--- config.mk ---
export PLATFORM = sky130hd
export DESIGN_NAME = slp_seq_ctrl
export DESIGN_NICKNAME = d
export VERILOG_FILES = /design/src/rtl/slp_seq_pkg.sv /design/src/rtl/slp_settle_timer.sv /design/src/rtl/slp_step_table.sv /design/src/rtl/slp_regs.sv /design/src/rtl/slp_engine.sv /design/src/rtl/slp_seq_ctrl.sv
export SDC_FILE = /design/constraint.sdc
export NUM_CORES = 1
export LEC_CHECK = 0
export ABC_CLOCK_PERIOD_IN_PS = 3200
export BUFFER_PORTS_ARGS = -buffer_cell sky130_fd_sc_hd__buf_2
export CORE_MARGIN = 5
export CORE_UTILIZATION = 60
export CTS_BUF_LIST = sky130_fd_sc_hd__clkbuf_4 sky130_fd_sc_hd__clkbuf_8
export DETAILED_ROUTE_END_ITERATION = 8
export PLACE_DENSITY = 0.84
export SYNTH_ARGS = -nofsm -noshare
export SYNTH_HDL_FRONTEND = slang
export SYNTH_SLANG_ARGS = --single-unit
--- constraint.sdc ---
create_clock -name clk -period 3.2 [get_ports clk]
set_clock_uncertainty 0.1 [all_clocks]
set_input_delay 0.48 -clock clk [delete_from_list [all_inputs] [get_ports clk]]
set_output_delay 0.48 -clock clk [all_outputs]
set_load 0.02 [all_outputs]
--- src/rtl/slp_seq_pkg.sv ---
package slp_seq_pkg;

  typedef enum logic [2:0] {
    KIND_NONE    = 3'd0,
    KIND_LIGHT   = 3'd1,
    KIND_MEMKEEP = 3'd2,
    KIND_SUSPEND = 3'd3,
    KIND_OFF     = 3'd4
  } kind_e;

  typedef enum logic [1:0] {
    ENG_IDLE,
    ENG_ENTER,
    ENG_ASLEEP,
    ENG_EXIT
  } eng_e;

  // action bit positions; a set bit means the low-power action is applied
  localparam int NACT      = 8;
  localparam int ACT_W     = $clog2(NACT);
  localparam int A_STOPGNT = 0;
  localparam int A_CPUCLK  = 1;
  localparam int A_SELFREF = 2;
  localparam int A_SYSSTBY = 3;
  localparam int A_CPURST  = 4;
  localparam int A_CPUOFF  = 5;
  localparam int A_MEMISO  = 6;
  localparam int A_MAINOFF = 7;

  localparam int MAX_STEPS = 4;
  localparam int STEP_W    = $clog2(MAX_STEPS + 1);

endpackage

--- src/rtl/slp_settle_timer.sv ---
module slp_settle_timer #(
  parameter int W = 8
) (
  input  logic         clk,
  input  logic         rst,
  input  logic         load,
  input  logic [W-1:0] load_val,
  output logic         expired
);

  logic [W-1:0] cnt;

  always_ff @(posedge clk) begin
    if (rst) begin
      cnt <= '0;
    end else if (load) begin
      cnt <= load_val;
    end else if (cnt != '0) begin
      cnt <= cnt - 1'b1;
    end
  end

  assign expired = (cnt == '0);

endmodule

--- src/rtl/slp_step_table.sv ---
module slp_step_table
  import slp_seq_pkg::*;
(
  input  kind_e              kind,
  input  logic [STEP_W-1:0]  idx,
  output logic [ACT_W-1:0]   act_sel,
  output logic [STEP_W-1:0]  n_steps
);

  always_comb begin
    act_sel = '0;
    n_steps = '0;
    case (kind)
      KIND_LIGHT: begin
        n_steps = STEP_W'(4);
        case (idx)
          STEP_W'(0): act_sel = ACT_W'(A_STOPGNT);
          STEP_W'(1): act_sel = ACT_W'(A_CPUCLK);
          STEP_W'(2): act_sel = ACT_W'(A_SELFREF);
          default:    act_sel = ACT_W'(A_SYSSTBY);
        endcase
      end
      KIND_MEMKEEP: begin
        n_steps = STEP_W'(4);
        case (idx)
          STEP_W'(0): act_sel = ACT_W'(A_SYSSTBY);
          STEP_W'(1): act_sel = ACT_W'(A_SELFREF);
          STEP_W'(2): act_sel = ACT_W'(A_CPURST);
          default:    act_sel = ACT_W'(A_CPUOFF);
        endcase
      end
      KIND_SUSPEND: begin
        n_steps = STEP_W'(3);
        case (idx)
          STEP_W'(0): act_sel = ACT_W'(A_SELFREF);
          STEP_W'(1): act_sel = ACT_W'(A_MEMISO);
          default:    act_sel = ACT_W'(A_MAINOFF);
        endcase
      end
      KIND_OFF: begin
        n_steps = STEP_W'(1);
        act_sel = ACT_W'(A_MAINOFF);
      end
      default: begin
        n_steps = '0;
        act_sel = '0;
      end
    endcase
  end

endmodule

--- src/rtl/slp_regs.sv ---
module slp_regs
  import slp_seq_pkg::*;
#(
  parameter int TYPE_W     = 3,
  parameter int DATA_W     = 8,
  parameter int SETTLE_RST = 3,
  localparam int ADDR_W    = TYPE_W + 1,
  localparam int NTYPE     = 1 << TYPE_W
) (
  input  logic              clk,
  input  logic              rst,
  input  logic              bus_wr,
  input  logic              bus_rd,
  input  logic [ADDR_W-1:0] bus_addr,
  input  logic [DATA_W-1:0] bus_wdata,
  output logic [DATA_W-1:0] bus_rdata,
  input  logic              busy,
  input  logic              sleep_done,
  output logic              start,
  output kind_e             start_kind,
  output logic [DATA_W-1:0] settle_q
);

  localparam logic [ADDR_W-1:0] REG_CTRL   = ADDR_W'(0);
  localparam logic [ADDR_W-1:0] REG_STAT   = ADDR_W'(1);
  localparam logic [ADDR_W-1:0] REG_SETTLE = ADDR_W'(2);

  logic [TYPE_W-1:0] type_q;
  logic              wake_sts;
  logic [2:0]        map_mem [NTYPE];

  logic              busy_eff;
  logic              wr_ok;
  logic              is_map;
  logic [TYPE_W-1:0] new_type;
  kind_e             new_kind;

  function automatic kind_e decode_kind(input logic [2:0] v);
    case (v)
      3'd1:    decode_kind = KIND_LIGHT;
      3'd2:    decode_kind = KIND_MEMKEEP;
      3'd3:    decode_kind = KIND_SUSPEND;
      3'd4:    decode_kind = KIND_OFF;
      default: decode_kind = KIND_NONE;
    endcase
  endfunction

  assign busy_eff = busy | start;
  assign wr_ok    = bus_wr & ~busy_eff;
  assign is_map   = bus_addr[TYPE_W];
  assign new_type = bus_wdata[TYPE_W-1:0];
  assign new_kind = decode_kind(map_mem[new_type]);

  always_ff @(posedge clk) begin
    if (rst) begin
      type_q     <= '0;
      settle_q   <= DATA_W'(SETTLE_RST);
      wake_sts   <= 1'b0;
      start      <= 1'b0;
      start_kind <= KIND_NONE;
      for (int i = 0; i < NTYPE; i++) map_mem[i] <= '0;
    end else begin
      start <= 1'b0;
      if (wr_ok && is_map) map_mem[bus_addr[TYPE_W-1:0]] <= bus_wdata[2:0];
      if (wr_ok && bus_addr == REG_SETTLE) settle_q <= bus_wdata;
      if (wr_ok && bus_addr == REG_CTRL) begin
        type_q <= new_type;
        if (bus_wdata[TYPE_W] && !wake_sts && new_kind != KIND_NONE) begin
          start      <= 1'b1;
          start_kind <= new_kind;
        end
      end
      if (sleep_done) begin
        wake_sts <= 1'b1;
      end else if (wr_ok && bus_addr == REG_STAT && bus_wdata[0]) begin
        wake_sts <= 1'b0;
      end
    end
  end

  always_ff @(posedge clk) begin
    if (rst) begin
      bus_rdata <= '0;
    end else if (bus_rd) begin
      if (is_map) begin
        bus_rdata <= DATA_W'(map_mem[bus_addr[TYPE_W-1:0]]);
      end else begin
        case (bus_addr)
          REG_CTRL:   bus_rdata <= DATA_W'(type_q);
          REG_STAT:   bus_rdata <= DATA_W'(wake_sts);
          REG_SETTLE: bus_rdata <= settle_q;
          default:    bus_rdata <= '0;
        endcase
      end
    end
  end


  busy_hold_chk: assert property (@(posedge clk) disable iff (rst)
    (busy_eff && bus_wr) |=> ($stable(type_q) && $stable(settle_q)));


  wake_gate_chk: assert property (@(posedge clk) disable iff (rst)
    start |-> !$past(wake_sts));

endmodule

--- src/rtl/slp_engine.sv ---
module slp_engine
  import slp_seq_pkg::*;
#(
  parameter int NWAKE = 4,
  parameter int CNT_W = 8
) (
  input  logic             clk,
  input  logic             rst,
  input  logic             start,
  input  kind_e            start_kind,
  input  logic [CNT_W-1:0] settle,
  input  logic [NWAKE-1:0] wake_evt,
  input  logic [NWAKE-1:0] wake_en,
  input  logic             pwr_btn,
  output logic [NACT-1:0]  act,
  output logic             sleep_done,
  output logic             busy
);

  eng_e              state;
  kind_e             kind_q;
  logic [STEP_W-1:0] stepn;
  logic [STEP_W-1:0] lut_idx;
  logic [ACT_W-1:0]  act_sel;
  logic [STEP_W-1:0] n_steps;
  logic              tmr_load;
  logic              tmr_zero;
  logic              wake_hit;

  assign wake_hit = (kind_q == KIND_OFF) ? pwr_btn
                                         : (pwr_btn | (|(wake_evt & wake_en)));
  assign lut_idx  = (state == ENG_EXIT) ? (stepn - STEP_W'(1)) : stepn;
  assign busy     = (state != ENG_IDLE);

  slp_step_table u_steps (
    .kind    (kind_q),
    .idx     (lut_idx),
    .act_sel (act_sel),
    .n_steps (n_steps)
  );

  slp_settle_timer #(.W(CNT_W)) u_tmr (
    .clk      (clk),
    .rst      (rst),
    .load     (tmr_load),
    .load_val (settle),
    .expired  (tmr_zero)
  );

  always_comb begin
    tmr_load = 1'b0;
    case (state)
      ENG_IDLE:   tmr_load = start && (start_kind != KIND_NONE);
      ENG_ENTER:  tmr_load = wake_hit || tmr_zero;
      ENG_ASLEEP: tmr_load = wake_hit;
      ENG_EXIT:   tmr_load = tmr_zero;
      default:    tmr_load = 1'b0;
    endcase
  end

  always_ff @(posedge clk) begin
    if (rst) begin
      state      <= ENG_IDLE;
      kind_q     <= KIND_NONE;
      stepn      <= '0;
      act        <= '0;
      sleep_done <= 1'b0;
    end else begin
      sleep_done <= 1'b0;
      case (state)
        ENG_IDLE: begin
          if (start && start_kind != KIND_NONE) begin
            kind_q <= start_kind;
            stepn  <= '0;
            state  <= ENG_ENTER;
          end
        end
        ENG_ENTER: begin
          if (wake_hit) begin
            state <= (stepn == '0) ? ENG_IDLE : ENG_EXIT;
          end else if (tmr_zero) begin
            act[act_sel] <= 1'b1;
            stepn        <= stepn + STEP_W'(1);
            if ((stepn + STEP_W'(1)) == n_steps) begin
              state      <= ENG_ASLEEP;
              sleep_done <= 1'b1;
            end
          end
        end
        ENG_ASLEEP: begin
          if (wake_hit) state <= ENG_EXIT;
        end
        ENG_EXIT: begin
          if (tmr_zero) begin
            act[act_sel] <= 1'b0;
            stepn        <= stepn - STEP_W'(1);
            if (stepn == STEP_W'(1)) state <= ENG_IDLE;
          end
        end
        default: state <= ENG_IDLE;
      endcase
    end
  end


  one_step_chk: assert property (@(posedge clk) disable iff (rst)
    $countones(act ^ $past(act)) <= 1);


  settle_gap_chk: assert property (@(posedge clk) disable iff (rst)
    (act != $past(act)) |-> $past(tmr_zero));


  idle_clear_chk: assert property (@(posedge clk) disable iff (rst)
    (state == ENG_IDLE) |-> (act == '0));


  step_bound_chk: assert property (@(posedge clk) disable iff (rst)
    stepn <= n_steps);

endmodule

--- src/rtl/slp_seq_ctrl.sv ---
module slp_seq_ctrl
  import slp_seq_pkg::*;
#(
  parameter int NWAKE      = 4,
  parameter int TYPE_W     = 3,
  parameter int DATA_W     = 8,
  parameter int SETTLE_RST = 3
) (
  input  logic              clk,
  input  logic              rst,
  input  logic              bus_wr,
  input  logic              bus_rd,
  input  logic [TYPE_W:0]   bus_addr,
  input  logic [DATA_W-1:0] bus_wdata,
  output logic [DATA_W-1:0] bus_rdata,
  input  logic [NWAKE-1:0]  wake_evt,
  input  logic [NWAKE-1:0]  wake_en,
  input  logic              pwr_btn,
  output logic              stop_grant_req,
  output logic              cpu_clk_stop,
  output logic              mem_selfref_req,
  output logic              sys_clk_standby,
  output logic              cpu_reset,
  output logic              cpu_pwr_en,
  output logic              main_pwr_en,
  output logic              mem_isolate
);

  logic              start;
  kind_e             start_kind;
  logic [DATA_W-1:0] settle_q;
  logic [NACT-1:0]   act;
  logic              sleep_done;
  logic              busy;

  slp_regs #(
    .TYPE_W     (TYPE_W),
    .DATA_W     (DATA_W),
    .SETTLE_RST (SETTLE_RST)
  ) u_regs (
    .clk        (clk),
    .rst        (rst),
    .bus_wr     (bus_wr),
    .bus_rd     (bus_rd),
    .bus_addr   (bus_addr),
    .bus_wdata  (bus_wdata),
    .bus_rdata  (bus_rdata),
    .busy       (busy),
    .sleep_done (sleep_done),
    .start      (start),
    .start_kind (start_kind),
    .settle_q   (settle_q)
  );

  slp_engine #(
    .NWAKE (NWAKE),
    .CNT_W (DATA_W)
  ) u_eng (
    .clk        (clk),
    .rst        (rst),
    .start      (start),
    .start_kind (start_kind),
    .settle     (settle_q),
    .wake_evt   (wake_evt),
    .wake_en    (wake_en),
    .pwr_btn    (pwr_btn),
    .act        (act),
    .sleep_done (sleep_done),
    .busy       (busy)
  );

  assign stop_grant_req  = act[A_STOPGNT];
  assign cpu_clk_stop    = act[A_CPUCLK];
  assign mem_selfref_req = act[A_SELFREF];
  assign sys_clk_standby = act[A_SYSSTBY];
  assign cpu_reset       = act[A_CPURST];
  assign cpu_pwr_en      = ~act[A_CPUOFF];
  assign mem_isolate     = act[A_MEMISO];
  assign main_pwr_en     = ~act[A_MAINOFF];

endmodule

==> run metrics <==
outcome complete, no violations; crit-path max FO 8; #FFs+latches synth 73; logic gate share of total power 21.6%; Hold Crit Depth 3; area of the mapped netlist 4300 µm²; Antenna Nets Post-Route 0; Clk pwr share 30.8%; Post-route DRC 0; sequential standard cell area 1700 µm²; worst-margin pin slew 0.721 ns; I/O Pins 41; largest cells by area after synthesis dfxtp_1 23%, edfxtp_1 17%, mux4_2 6.3%, mux2i_1 5.1%, nor2_1 4.8%; worst skew pair latency 0.36 ns; class of the worst hold path input port to flop; Final min period 2.71 ns; Placer Congestion 0.902; dpl cell area 4490 µm²; syn avg cell area 10.3 µm²; WP data arrival 2.87 ns; CTS H-Tree Depth 3; CP Launch Type flop; multi-input logic area 2400 µm²; Post-synth EDFFs 24; Via density 5.94; PD cells 472 nW/µm²; Max Clk Rate 368 MHz; Mapped Cells 418; Initial Utilization 62.5%; CTS root buf clkbuf_8; fin. max-slew vios 0; number of global-route vias before repair 3167; HP Start bus_wdata[7]; Synth area leader dfxtp_1; via count 3233; Synth cell types 77; Die Area 8950 µm²; setup_tns 0 ns; static leakage 1.86 nW; clk sink count 73; internal power 1.52 mW; CTS Buf Count 9; first-pass GRT wire length 15600 µm; Die W 94.6 µm; ys flop type dfxtp_1; CTS tree yes; synth warn 0; Rows 30; total of max-cap violations 0; First DRT Iteration DRCs 168; Port Buffers 40; Final Setup Violations 0; WHS Endpoint u_regs.settle_q[7]; sequential area share after synthesis 39.6%; asr flop ratio synth 0%; reg2reg setup slack 0.49 ns; Total Power 2.20 mW; design area 4680 µm²; relative slew slack 51.9%; Hold Buf Count CTS 0; register clock-pin slew on the reported worst setup and hold paths 0.09 ns; die height 94.6 µm; Final Cycle Share 84.8%; CP cell instances inv_1, ha_1, and3_1, o21a_1, o31ai_2, and3_1, a41o_1, nor2_1; total track usage 22.4%; antenna violations before repair 0; Routed WL 9370 µm; net load switching power 0.682 mW; Clock Tree Buf Depth 2; Critical Path Sink Type flop; postcts setup bufs 0; final-stage net count 473; # resized after CTS 0; Layout fillers 524; grt ovf 0; Yosys top cell area share 22.8%; dpl ws 0.555 ns; Final Worst Setup Slack 0.486 ns; WL/cell 17.2 µm; Req. time, crit path 3.35 ns; Final Hold Viols 0; kind of critical path flop to flop; worst ir drop on vdd 331 µV; Min Hold Slack 0.253 ns; Top delay family on crit path compound AO/OA/AOI/OAI gates; antenna cells 0; worst reg-to-reg path cell count 8; CP most frequent cell and3_1; Reg-to-Reg Start u_eng.stepn[0]; largest net degree at the start of global routing 58; area delta synth->final 8.86%; Buf/Inv on CP 1; RSZ-0062 raised after global routing false; net count after synthesis 448; Seq pwr share 47.6%; slowest stage delay, CP 0.48 ns; Pre-antenna DRT Iters 5; Switching Fraction 30.9%; core footprint 6870 µm²; slowest CP cell dfxtp_1; layout cells sized above 1 27.7%; DPL Wire Length 6670 µm
-- cells in the final DEF, fill, tap and decap left out, types with 7 or more instances in the layout --
master / synthesis / layout
nor2_1: 55 / 55
dfxtp_1: 49 / 49
buf_2: 8 / 40
and2_1: 24 / 24
edfxtp_1: 24 / 24
mux2i_1: 22 / 22
a21oi_1: 21 / 21
mux4_2: 12 / 12
nor2b_1: 11 / 11
nand2_1: 11 / 11
inv_1: 9 / 9
nor3_1: 9 / 9
or2_2: 9 / 9
clkbuf_8: 0 / 9
xnor2_1: 8 / 8
nand2b_1: 7 / 7
a31oi_1: 7 / 7
-- stage by stage --
step / instances / util, %
CTS: 544 / 68.1
floorplan: 418 / -
detailed placement: 528 / 65.4
finish: 544 / 68.1
global placement: 528 / 65.4
global route: 544 / 68.1
-- final cells by class --
class / instances / share of cell area (%)
multi-input cells: 304 / 51.3
inverters: 10 / 0.803
well taps: 96 / 2.57
clock buffers: 9 / 2.65
clock inverters: 7 / 1.23
repair buffers: 45 / 5.08
flip-flops and latches: 73 / 36.4
-- Yosys cell counts (all sizes together) (3+ instances only) --
| library cell | n |
|---|---|
| nand3b | 4 |
| a211oi | 7 |
| nor3b | 3 |
| o21ai | 5 |
| xnor2 | 11 |
| nand3 | 4 |
| a41o | 4 |
| o21bai | 3 |
| a31oi | 7 |
| and3 | 6 |
| edfxtp | 24 |
| or2 | 9 |
| nand2b | 7 |
| a21oi | 22 |
| nor4b | 3 |
| inv | 10 |
| nor3 | 13 |
| nor2b | 11 |
| mux2i | 23 |
| buf | 15 |
| mux4 | 12 |
| a22oi | 5 |
| or3 | 3 |
| ha | 5 |
| clkbuf | 16 |
| nand2 | 12 |
| mux2 | 6 |
| and2 | 25 |
| dfxtp | 49 |
| nor2 | 59 |
-- worst max path at each step --
| stage | from | end | slack (ns) | depth (start not counted) |
|---|---|---|---|---|
| floorplan | u_eng.stepn[0] | flop | 0.82 | 8 |
| global placement | u_eng.stepn[0] | flop | 0.64 | 8 |
| detailed placement | u_eng.stepn[0] | flop | 0.56 | 8 |
| CTS | u_eng.stepn[0] | flop | 0.53 | 8 |
| global route | u_eng.stepn[0] | flop | 0.35 | 8 |
| finish | u_eng.stepn[0] | flop | 0.49 | 8 |
-- power groups by stage --
| stage | Clock, mW | Combinational (mW) | Sequential, mW |
|---|---|---|---|
| finish | 0.678 | 0.477 | 1.05 |
| global route | 0.736 | 0.534 | 1.06 |
| CTS | 0.689 | 0.479 | 1.05 |
| detailed placement | 0 | 0.476 | 1.07 |
| global placement | 0 | 0.456 | 1.07 |
| floorplan | 0 | 0.381 | 1.06 |
-- routing by layer --
| metal | global-route usage [%] | up-vias | wire length, µm |
|---|---|---|---|
| met3 | 5.02 | 12 | 476 |
| met1 | 29.2 | 1562 | 4000 |
| met2 | 36.6 | 98 | 4790 |
| met4 | 7.81 | 0 | 108 |
| met5 | 0 | - | 0 |
| li1 | - | 1561 | - |
-- kinds of logic (layout without fill, tap and decap cells) --
logic type | count (synthesis) | after routing | share of synthesized area (%)
xor gates and xnor gates | 13 | 13 | 3.18
adders and majority gates | 5 | 5 | 1.46
muxes | 41 | 41 | 13.5
AOI/OAI and AO/OA | 77 | 77 | 15.0
DFF | 73 | 73 | 39.6
buffers and inverters | 41 | 71 | 4.72
and+or+nand+nor | 168 | 168 | 22.5
-- worst min-delay path, cell delays in order --
cell and delay [ns]:
buf_2 0.07, mux2i_1 0.05, nor2_1 0.07
Power figures use the tool's default switching activity.
